[src/rtl/tgtBusPkg.sv]
package tgtBusPkg;

  localparam logic [3:0] CMD_MEM_RD = 4'b0110;
  localparam logic [3:0] CMD_MEM_WR = 4'b0111;
  localparam logic [3:0] CMD_CFG_RD = 4'b1010;
  localparam logic [3:0] CMD_CFG_WR = 4'b1011;

  typedef enum logic [1:0] {
    ST_IDLE,
    ST_DATA,
    ST_BACKOFF,
    ST_IGNORE
  } tgtStateE;

  typedef struct packed {
    logic loadAddr;
    logic incAddr;
    logic writeBeat;
  } dpStrobeT;

endpackage

[src/rtl/tgtDatapath.sv]
module tgtDatapath
  import tgtBusPkg::*;
#(
  parameter int          WORDS    = 16,
  parameter logic [31:0] WIN_BASE = 32'h0001_0000
) (
  input  logic        clk,
  input  logic        rstN,
  input  logic [31:0] adBusIn,
  input  logic [3:0]  cmdBeN,
  input  logic        chipSelCfg,
  input  dpStrobeT    strobe,
  output logic        addrHit,
  output logic        cmdIsRead,
  output logic        atLast,
  output logic [31:0] rdWord
);
  localparam int IDXW    = $clog2(WORDS);
  localparam int WIN_LSB = IDXW + 2;
  localparam int LANES   = 4;

  logic [IDXW-1:0]  wordIdx;
  logic [31:0]      memArr [WORDS];
  logic [LANES-1:0] laneWr;
  logic             memCmd;
  logic             cfgCmd;
  logic             winMatch;
  logic             aligned;

  // address-phase decode, evaluated on the raw bus lines
  always_comb begin
    memCmd   = (cmdBeN == CMD_MEM_RD) || (cmdBeN == CMD_MEM_WR);
    cfgCmd   = (cmdBeN == CMD_CFG_RD) || (cmdBeN == CMD_CFG_WR);
    winMatch = (adBusIn[31:WIN_LSB] == WIN_BASE[31:WIN_LSB]);
    aligned  = (adBusIn[1:0] == 2'b00);
    addrHit  = aligned && ((memCmd && winMatch) || (cfgCmd && chipSelCfg));
  end

  // word pointer and captured direction
  always_ff @(posedge clk or negedge rstN) begin
    if (!rstN) begin
      wordIdx   <= '0;
      cmdIsRead <= 1'b0;
    end else if (strobe.loadAddr) begin
      wordIdx   <= adBusIn[WIN_LSB-1:2];
      cmdIsRead <= !cmdBeN[0];
    end else if (strobe.incAddr) begin
      wordIdx   <= wordIdx + IDXW'(1);
    end
  end

  for (genvar b = 0; b < LANES; b++) begin : g_lane
    assign laneWr[b] = strobe.writeBeat && !cmdBeN[b];
  end

  always_ff @(posedge clk or negedge rstN) begin
    if (!rstN) begin
      for (int w = 0; w < WORDS; w++) memArr[w] <= '0;
    end else begin
      for (int w = 0; w < WORDS; w++) begin
        for (int b = 0; b < LANES; b++) begin
          if (laneWr[b] && (wordIdx == IDXW'(w)))
            memArr[w][b*8 +: 8] <= adBusIn[b*8 +: 8];
        end
      end
    end
  end

  assign rdWord = memArr[wordIdx];
  assign atLast = (wordIdx == IDXW'(WORDS - 1));

endmodule

[src/rtl/tgtCtrl.sv]
module tgtCtrl
  import tgtBusPkg::*;
(
  input  logic     clk,
  input  logic     rstN,
  input  logic     frameN,
  input  logic     initRdyN,
  input  logic     addrHit,
  input  logic     atLast,
  input  logic     cmdIsRead,
  output dpStrobeT strobe,
  output logic     devSelN,
  output logic     tgtRdyN,
  output logic     stopN,
  output logic     adBusOe
);
  tgtStateE state;
  tgtStateE stateNext;

  always_ff @(posedge clk or negedge rstN) begin
    if (!rstN) state <= ST_IDLE;
    else       state <= stateNext;
  end

  always_comb begin
    stateNext = state;
    strobe    = '0;
    unique case (state)
      ST_IDLE: begin
        if (!frameN) begin
          if (addrHit) begin
            strobe.loadAddr = 1'b1;
            stateNext       = ST_DATA;
          end else begin
            stateNext = ST_IGNORE;
          end
        end
      end
      ST_DATA: begin
        if (!initRdyN) begin
          strobe.writeBeat = !cmdIsRead;
          if (frameN)      stateNext = ST_IDLE;
          else if (atLast) stateNext = ST_BACKOFF;
          else             strobe.incAddr = 1'b1;
        end else if (frameN) begin
          stateNext = ST_IDLE;
        end
      end
      ST_BACKOFF: if (frameN) stateNext = ST_IDLE;
      ST_IGNORE:  if (frameN) stateNext = ST_IDLE;
      default:    stateNext = ST_IDLE;
    endcase
  end

  // handshake outputs decoded from registered state only
  assign devSelN = !((state == ST_DATA) || (state == ST_BACKOFF));
  assign tgtRdyN = !(state == ST_DATA);
  assign stopN   = !(((state == ST_DATA) && atLast) || (state == ST_BACKOFF));
  assign adBusOe = (state == ST_DATA) && cmdIsRead;

endmodule

[src/rtl/muxBusTarget.sv]
module muxBusTarget
  import tgtBusPkg::*;
#(
  parameter int          WORDS    = 16,
  parameter logic [31:0] WIN_BASE = 32'h0001_0000
) (
  input  logic        clk,
  input  logic        rstN,
  input  logic [31:0] adBusIn,
  output logic [31:0] adBusOut,
  output logic        adBusOe,
  input  logic [3:0]  cmdBeN,
  input  logic        frameN,
  input  logic        initRdyN,
  input  logic        chipSelCfg,
  output logic        devSelN,
  output logic        tgtRdyN,
  output logic        stopN
);
  dpStrobeT    strobe;
  logic        addrHit;
  logic        cmdIsRead;
  logic        atLast;
  logic [31:0] rdWord;

  tgtCtrl u_ctrl (
    .clk      (clk),
    .rstN     (rstN),
    .frameN   (frameN),
    .initRdyN (initRdyN),
    .addrHit  (addrHit),
    .atLast   (atLast),
    .cmdIsRead(cmdIsRead),
    .strobe   (strobe),
    .devSelN  (devSelN),
    .tgtRdyN  (tgtRdyN),
    .stopN    (stopN),
    .adBusOe  (adBusOe)
  );

  tgtDatapath #(.WORDS(WORDS), .WIN_BASE(WIN_BASE)) u_dp (
    .clk       (clk),
    .rstN      (rstN),
    .adBusIn   (adBusIn),
    .cmdBeN    (cmdBeN),
    .chipSelCfg(chipSelCfg),
    .strobe    (strobe),
    .addrHit   (addrHit),
    .cmdIsRead (cmdIsRead),
    .atLast    (atLast),
    .rdWord    (rdWord)
  );

  assign adBusOut = adBusOe ? rdWord : '0;

endmodule

[config.mk]
export PLATFORM = sky130hd
export DESIGN_NAME = muxBusTarget
export DESIGN_NICKNAME = d
export VERILOG_FILES = /design/src/rtl/tgtBusPkg.sv /design/src/rtl/tgtDatapath.sv /design/src/rtl/tgtCtrl.sv /design/src/rtl/muxBusTarget.sv
export SDC_FILE = /design/constraint.sdc
export NUM_CORES = 1
export LEC_CHECK = 0
export CORE_MARGIN = 2
export CORE_UTILIZATION = 58
export CTS_CLUSTER_DIAMETER = 30
export CTS_CLUSTER_SIZE = 8
export DETAILED_ROUTE_END_ITERATION = 6
export GPL_TIMING_DRIVEN = 0
export PLACE_DENSITY = 0.76
export SYNTH_ARGS = -nofsm -noshare
export SYNTH_HDL_FRONTEND = slang
export SYNTH_SLANG_ARGS = --single-unit
[constraint.sdc]
create_clock -name clk -period 3.34 [get_ports clk]
set_clock_uncertainty 0.15 [all_clocks]
set_input_delay 0.668 -clock clk [delete_from_list [all_inputs] [get_ports clk]]
set_output_delay 0.668 -clock clk [all_outputs]
set_load 0.1 [all_outputs]
## Word level (Yosys, flattened, before mapping)

Cells that the tools add are included.

- Bitwise logic cells: 1
- Mux-type cells: 20
- Shift operators: 0
- Equal/unequal tests: 25
- $lt $le $gt $ge: 1
- Div/mod/pow operators: 0
- Multipliers: 0
- Reduce and logical (&&, ||, !) cells: 92
- Add/subtract/negate cells: 1

Operators with widths:

| kind | number |
|---|---|
| 32-bit binary-select mux with 4-bit select | 1 |
| 32-bit two-way mux | 3 |
| 1-bit logical AND | 73 |
| 4-bit equality test (second input constant) | 10 |
| 26-bit by 11-bit equality test with 1-bit output (second input constant) | 1 |
| 4-bit by 3-bit equality test with 1-bit output (second input constant) | 6 |
| 2-bit two-way mux | 8 |
| 4-bit by 2-bit equality test with 1-bit output (second input constant) | 2 |
| 1-bit logical NOT | 8 |
| 4-bit two-way mux | 2 |
| 2-bit case mux with 3 select lines | 1 |
| 5-bit greater-or-equal comparator (second input constant) | 1 |
| 1-bit logical OR | 5 |
| 1-bit two-way mux | 5 |
| 4-bit inverter with 5-bit output | 1 |
| 4-bit by 1-bit adder with 4-bit output (second input constant) | 1 |
| 2-bit equality test (second input constant) | 2 |
| 4-bit by 1-bit equality test with 1-bit output (second input constant) | 1 |
| 2-bit logical NOT | 2 |
| 4-bit logical NOT | 1 |
| 4-bit by 3-bit inequality test with 1-bit output (second input constant) | 1 |
| 2-bit by 1-bit equality test with 1-bit output (second input constant) | 1 |
| 2-bit inequality test (second input constant) | 1 |
| 2-bit AND reduction | 1 |
| other kinds (2) | 2 |

- Bits of input ports: 41
- Output and inout bits: 36
- Bits in read-only memories: 0
- Register bits: 519
- Latch bits: 0
- RAM bits: 0
- Memories: 0

## Longest topological paths before layout

Gate-level depths: netlist of the first run.

- Word-level depth: 9
- Mapped depth: 9
- Gate-level depth less buffers: 7

## Cells and area by module

Synthesis of the first run repeated with hierarchy kept, for this count alone.

- Cell total of the unflattened synthesis: 1,533
- Area total of the unflattened synthesis: 23,996.8 µm²

Modules (own cells, without submodules):

| module | cells an instance | area an instance (µm²) | sequential area each (µm²) | instances |
|---|---|---|---|---|
| tgtDatapath | 1,469 | 23,495.0 | 12,937.4 | 1 |
| muxBusTarget | 35 | 255.2 | 0.0 | 1 |
| tgtCtrl | 29 | 246.5 | 50.0 | 1 |

## Worst setup path after synthesis of the first run

Ideal clock, no wire load.

- Kind: register -> output
- Start: register u_ctrl.state[1]
- End: output port adBusOut[0]
- Arrival time: 4.649 ns
- Data required time: 2.522 ns
- Slack: -2.127 ns
- Cell stages (with the launch flop): 8
- Buffers on the path: 1
- Cell sequence: dfrtp_1 -> inv_1 -> ha_1 -> inv_1 -> nor2_1 -> nand2_1 -> clkbuf_1 -> o22ai_1

- Longest elaborated chain between the ends: 3

RTL lines:

| item | RTL line | RTL |
|---|---|---|
| start, declared | tgtCtrl.sv:17 | `tgtStateE state;` |
| start signal, assigned | tgtCtrl.sv:22 | `else state <= stateNext;` |
| 2-bit by 1-bit equality test with 1-bit output | tgtCtrl.sv:59 | `assign adBusOe = (state == ST_DATA) && cmdIsRead;` |
| 1-bit logical AND | tgtCtrl.sv:59 |  |
| named net adBusOe | muxBusTarget.sv:11 | `output logic adBusOe,` |
| 32-bit two-way mux | muxBusTarget.sv:54 | `assign adBusOut = adBusOe ? rdWord : '0;` |
| end, declared | muxBusTarget.sv:10 | `output logic [31:0] adBusOut,` |

The timed path passes the listed nets, and every way through them passes these cells.

## Final worst setup path of the first run

- Start: register u_ctrl.state[1]
- End: output port adBusOut[1]

- Longest elaborated chain between the ends: 3

RTL lines:

| item | RTL line |
|---|---|
| 2-bit by 1-bit equality test with 1-bit output | tgtCtrl.sv:59 |
| 1-bit logical AND | tgtCtrl.sv:59 |
| 32-bit two-way mux | muxBusTarget.sv:54 |

No other way between the ends.

==> impl_metrics.yaml, run 1 <==
power:
  switchingPower_mw: 6.349
  power_density_nw_per_um2: 708.2
  clkPwrFrac: 0.497
  internal_power_mw: 16.25
  power.share.combinational: 0.212
  pwr-share-seq: 0.291
  ir_worst_vdd_uv: 952.6
  p_sw_frac: 0.2809
  p_leak_nw: 15.48
critical_path:
  cp_num_buf_inv: 4
  required_ns: 2.52
  cp_max_fo: 7
  path_class: "reg -> out"
  crit_path_cell_trace: "inv_2, ha_4, clkinvlp_4, or3_4, clkbuf_16, o22ai_4, buf_12"
  crit_family: "buffers and inverters"
  critPathSlowestCell: "or3_4"
  critical-path-max-stage-delay_ns: 0.52
  end_kind: "primary output"
  cp-start-kind: "flip-flop"
  cp.arrival_ns: 2.67
routing:
  drtPass1Iterations: 6
  drc_errors: 0
  via_per_inst: 6.260
  ant_nets: 0
  wl_per_cell_um: 27.64
  drt_wl_total_um: 64450
  dr_total_vias: 14599
  drtIter0Drc: 1136
flow_run:
  drv_cap: 0
global_route:
  grt_usage: 0.3064
  grt-busiest-layer: "met2"
  grtUsageMet2: 0.4726
  grt_pass1_vias: 16044
  grt_start_max_net_pins: 128
  antenna_found_initial: 0
  grt-ovfl-total: 0
  use_met3: 0.08095
  grt_pass1_wl_um: 99520
  grtUsageMet1: 0.4222
final_layout:
  area_growth_pct: 30.26
  nets: 1753
  final_core_util: 0.7625
  fin_cells: 2332
  drive_above_1_share: 0.5887
yosys:
  syn_avg_cell_area_um2: 16.31
  synth_flop_cell: "dfrtp_1"
  syn_area_um2: 24500
  synth-seq-cells: 519
  ys_top_cells_by_area: "dfrtp_1, mux2_2, mux4_2"
  synth_top_area_share: 0.5301
  synth_edf_count: 0
  async_flop_share: 1.000
  synth_top_area_cell: "dfrtp_1"
  yosysMostFrequentCell: "dfrtp_1"
  syn_nets: 1552
  netlist_instances: 1502
  ys_warn_count: 0
  synth_top_cells_by_count: "dfrtp_1, mux2_2, mux4_2"
  netlist-cell-type-count: 45
  yosysSeqAreaShare: 0.5301
cts:
  cts-root-buf: "clkbuf_16"
  cts_tree: "built"
  clk_pin_slew_ns: 0.05
  cts_max_level: 3
  clock_latency_ns: 0.63
  numCtsBuffers: 108
  clockBufferDepth: 3
  cts_sinks: 519
die:
  die_h_um: 209.5
  ios: 77
  fp.coreArea_um2: 41850
  start_util: 0.5854
  rows: 75
  fp.dieW_um: 209.5
  die_area_um2: 43900
place:
  gp_congestion: 0.8651
  place_hpwl_um: 38300
  dp.cells: 2121
  io_buffer_count: 76
sta:
  rsz0062_at_grt: "yes"
  worst_pin_slew_ns: 0.9612
  hold_violations: 0
  relSlewSlack: 0.3618
  setup_slack_ns: -0.1487
  min_period_ns: 3.489
  slew_viol_final: 0
  fmax_ghz: 0.2866
  finalSetupViolCount: 32
  min_period_over_period: 1.045
status:
  status: "complete, but fails checks"
  violations: "setup timing"
min_path:
  worstHoldPathType: "reg -> reg"
==> worst reg2reg max path, cell delays in order, from the launching register on <==
cell	delay [ns]
dfrtp_1	0.41
clkbuf_2	0.17
buf_4	0.22
buf_6	0.19
inv_1	0.10
ha_1	0.24
nand3_1	0.28
nor2_2	0.80
mux2_2	0.43
==> metal layers <==
metal	vias to the layer above	share of wire
met4	0	0.033
met3	148	0.064
met2	511	0.48
met5	-	0
met1	7805	0.42
li1	6135	-
==> area by class of cell <==
type | count | area, um^2
repair buffers | 92 | 1318
fillers | 2338 | 9942
multi-input cells | 885 | 12130
flip-flops and latches | 519 | 12990
plain buffers | 90 | 882.1
diodes | 1 | 2.502
clock buffers | 150 | 3194
clock inverters | 49 | 696.9
well taps | 539 | 674.4
inverters | 7 | 30.03
==> cell families (layout without fill, tap and decap cells) <==
kind of cell | after synthesis | count (layout) | synth area share
AOI/OAI and AO/OA | 45 | 45 | 0.01159
xor gates and xnor gates | 2 | 2 | 0.0007151
adders and majority gates | 9 | 9 | 0.004597
buffers and inverters | 98 | 388 | 0.01925
DFF | 519 | 519 | 0.5301
muxes | 710 | 710 | 0.3831
other | 0 | 1 | 0
and+or+nand+nor | 119 | 119 | 0.05061
==> stage by stage <==
step           instance area, um^2  setup slack (ns)  setup TNS, ns  hold slack (ns)  power [mW]
5_1_grt                      31910           -0.2207         -5.647           0.3484       23.32
2_1_floorplan                25050           -0.2804         -7.868           0.2224       9.350
3_5_place_dp                 26600            -1.074         -32.98           0.3186       10.61
4_1_cts                      31510           -0.1685         -4.587           0.3291       22.49
3_3_place_gp                 26490            -20.75              -           0.3119       10.55
6_report                     31910           -0.1487         -3.062           0.3314       22.60
==> state kept, by name, indices dropped and copies added (netlist names) <==
name and cells:
u_ctrl.state 2, u_dp.cmdIsRead 1, u_dp.memArr 512, u_dp.wordIdx 4
==> power by group through the flow <==
stage | registers [mW] | logic, mW | clock network, mW
2_1_floorplan | 6.63 | 2.72 | 0
3_3_place_gp | 6.67 | 3.88 | 0
3_5_place_dp | 6.66 | 3.94 | 0
4_1_cts | 6.57 | 4.60 | 11.3
5_1_grt | 6.59 | 5.02 | 11.7
6_report | 6.58 | 4.79 | 11.2
==> placed cells by master (no fill, tap or decap), types with 3 or more instances in the layout <==
cell type	instances
clkbuf_16	119
clkdlybuf4s50_1	39
nand2_2	4
buf_16	9
clkbuf_8	34
clkinv_2	20
clkbuf_1	48
nand2_1	23
buf_2	7
clkbuf_2	5
and2_1	4
a21oi_1	3
mux2_4	8
nor2_1	6
bufinv_16	16
nor2_2	11
mux2_1	41
dfrtp_1	519
nor4b_1	4
inv_1	5
buf_8	3
or3_1	5
ha_1	8
mux4_2	128
nand3_1	4
buf_12	38
mux2_2	468
buf_4	18
buf_6	7
o22ai_4	32
o31ai_1	3
nor2_8	40
nor4_1	3
mux2i_4	43
clkinvlp_4	8
inv_6	3
mux2i_2	20
==> path summary, 6_finish.rpt <==
kind,startpoint,endpoint,slack (ns),depth (start not counted)
max in group asynchronous,rstN,u_dp.memArr[421],1.08,4
hold reg to reg,u_dp.memArr[154],u_dp.memArr[154],0.33,1
min in group asynchronous,rstN,u_dp.memArr[117],0.43,2
hold / removal,u_dp.memArr[154],u_dp.memArr[154],0.33,1
setup reg to reg,u_dp.wordIdx[1],u_dp.memArr[101],0.24,8
setup / recovery,u_ctrl.state[1],adBusOut[1],-0.15,7
==> what timing repair did <==
item | CTS | global route
resized for setup | 457 | 67
pin swaps | 2 | 6
endpoints found under the setup margin | 205 | 32
cloned | 3 | 2
hold endpoints to repair | 58 | 0
setup buffers | 4 | 2
hold buffers | 1 | 0
Power figures use the tool's default switching activity.
==> inputs of run 2 (changes only) <==
- ABC_AREA: default -> 1
- CORE_MARGIN: 2 -> default
==> run 2 against run 1 <==
The run ends with DRC, setup timing left. Count of clock-buffer cells in the layout decreased by 10. Sequential cell count unchanged. Wire length increased by 47%. Cell count increased by 62%. Synthesized cell count increased by 99%. Worst setup slack improved by 0.052 ns. Design area decreased by 1.3%. Utilization increased by 0.22 points. Sequential power increased by 34%. Die area decreased by 2.0%. Largest power group unchanged.
==> impl_metrics.yaml, run 2 <==
routing:
  dr_total_vias: 23859
  drt_wl_total_um: 94690
  via_per_inst: 6.307
  drc_errors: 9
  drtIter0Drc: 3484
  ant_nets: 0
  drtPass1Iterations: 7
  wl_per_cell_um: 25.03
yosys:
  syn_nets: 3032
  synth.area.mux_share: 0.03680
  netlist_instances: 2982
  synth_compound_area_frac: 0.2057
  synth_edf_count: 0
  synth_flop_cell: "dfrtp_1"
  yosysSeqAreaShare: 0.5305
  synth-seq-cells: 519
  synth_top_family_by_area: "compound AO/OA/AOI/OAI gates"
  synth_simple_gate_area_share: 0.1391
  syn_avg_cell_area_um2: 8.209
  ys_warn_count: 0
  yosys.area_share.xor_xnor: 0.0003578
  async_flop_share: 1.000
  syn_area_um2: 24480
  synth_fa_ha_area_frac: 0.004600
  synth_top_cells_by_count: "nand2_1, dfrtp_1, o21ai_0"
  synth_top_area_share: 0.5305
  yosysMostFrequentCell: "nand2_1"
  netlist-cell-type-count: 25
  synth_top_area_cell: "dfrtp_1"
  ys_top_cells_by_area: "dfrtp_1, o21ai_0, a21oi_1"
sta:
  hold_violations: 0
  finalSetupViolCount: 20
  whs_ns: 0.2392
  min_period_ns: 3.437
  worst_pin_slew_ns: 0.9590
  rsz0062_at_grt: "yes"
  setup_slack_ns: -0.09678
  relSlewSlack: 0.3632
  slew_viol_final: 0
  fmax_ghz: 0.2910
  min_period_over_period: 1.029
flow_run:
  drv_cap: 0
die:
  die_area_um2: 43030
  start_util: 0.5941
  die_h_um: 207.4
  ios: 77
  fp.dieW_um: 207.4
  rows: 74
  fp.coreArea_um2: 41200
power:
  clkPwrFrac: 0.371
  ir_worst_vdd_uv: 818.1
  power_density_nw_per_um2: 1022
  internal_power_mw: 19.96
  pwr-share-seq: 0.275
  p_sw_frac: 0.3801
  report.power.total_mw: 32.20
  power.share.combinational: 0.355
  switchingPower_mw: 12.24
  p_leak_nw: 14.75
final_layout:
  largest_registers: "u_dp.memArr: 512 flops, u_dp.wordIdx: 4 flops, u_ctrl.state: 2 flops"
  area_growth_pct: 28.70
  final_common_cell: "nand2_1"
  largest_reg_flops: 512
  nFillCells: 2772
  nets: 3211
  final_core_util: 0.7647
  multi_input_area_um2: 10040
  antenna_cells: 0
  drive_above_1_share: 0.1876
  regMostFlops: "u_dp.memArr"
  layout_common_cells: "nand2_1, dfrtp_1, o21ai_0, a21oi_1, inv_1"
  design_area_um2: 31510
  regArea_um2: 12990
place:
  gp_congestion: 1.007
  dpl_cell_area_um2: 25980
  place_ws_ns: -1.104
  io_buffer_count: 54
  place_hpwl_um: 61620
critical_path:
  path_depth: 8
  crit_path_cell_trace: "nand2_1, inv_2, buf_4, nand2_1, nand2_1, inv_1, a31oi_2, buf_6"
  crit_family: "buffers and inverters"
  path_class: "reg -> out"
  crit_top_cell: "nand2_1"
  cp-start-kind: "flip-flop"
  critical-path-max-stage-delay_ns: 0.52
  critPathSlowestCell: "dfrtp_1"
  cp_num_buf_inv: 4
  cp_max_fo: 10
  ff2ff_path_depth: 9
  required_ns: 2.52
  cp.arrival_ns: 2.62
  end_kind: "primary output"
  r2r_setup_slack_ns: 0
cts:
  clock_latency_ns: 0.66
  clk_pin_slew_ns: 0.05
  clockBufferDepth: 3
  cts_max_level: 3
  cts-root-buf: "clkbuf_16"
  cts_sinks: 519
  cts_tree: "built"
  numCtsBuffers: 109
status:
  status: "complete, but fails checks"
  violations: "DRC, setup timing"
global_route:
  antenna_found_initial: 1
  grt-ovfl-total: 0
  grt_start_max_net_pins: 126
  grt_usage: 0.4354
  grt_pass1_vias: 23523
  grt_pass1_wl_um: 138900
min_path:
  whs_path_depth: 3
  worstHoldPathType: "in -> reg"
run 2: path summary, 6_finish.rpt:
path                                        from                to
worst max-delay path             u_dp.wordIdx[3]       adBusOut[3]
worst min-delay path                 adBusIn[20]  u_dp.memArr[340]
worst max register to register   u_dp.wordIdx[0]  u_dp.memArr[417]
worst min register to register  u_dp.memArr[254]  u_dp.memArr[254]
max in group asynchronous                   rstN  u_dp.memArr[218]
min in group asynchronous                   rstN  u_dp.memArr[462]
run 2: area by class of cell:
cell class | count | share of cell area
Buffer | 193 | 0.04932
Clock buffer | 140 | 0.09666
Clock inverter | 61 | 0.03237
Inverter | 322 | 0.03844
Multi-Input combinational cell | 1948 | 0.3187
Sequential cell | 519 | 0.4123
Tap cell | 532 | 0.02113
Timing Repair Buffer | 68 | 0.03109
run 2: worst min-delay path, stage by stage:
cell and delay, ns:
buf_2 0.18, nand2_1 0.08, o21ai_0 0.07
run 2: metrics by stage:
step / std cells / TNS, ns
after floorplan: 2982 / 0
after global placement: 3568 / -
after detailed placement: 3572 / -89.91
after CTS: 3779 / -0.4782
after global routing: 3783 / -1.923
final: 3783 / -0.7797
run 2: cell families after synthesis:
kind of cell / after synthesis
simple gates: 859
xor+xnor: 1
mux: 80
buf+inv: 515
compound gates: 999
flops: 519
fa+ha+maj: 9
run 2: what timing repair did:
item                                    CTS  global route
endpoints found under the hold margin    89             0
hold buffers                              1             0
resized for setup                       523           146
buffers inserted                          4             1
endpoints found under the setup margin  389            41
gates cloned                              1             3
pin swaps                                13            27
run 2: power by group through the flow:
stage	sequential, mW	combinational (mW)	clock [mW]
global placement	8.83	8.97	0
CTS	8.78	10.3	11.9
global route	8.97	12.0	12.2
finish	8.84	11.4	11.9
floorplan	8.61	5.86	0
detailed placement	8.84	9.22	0
run 2: layer usage:
layer / up-vias / share of wire / wire, um / track usage
met1: 11374 / 0.35 / 33570 / 0.5439
met3: 498 / 0.14 / 13100 / 0.1455
met2: 1888 / 0.43 / 40310 / 0.6344
li1: 10097 / - / - / -
met4: 2 / 0.081 / 7697 / 0.3168
met5: - / 0.00012 / 11 / 0
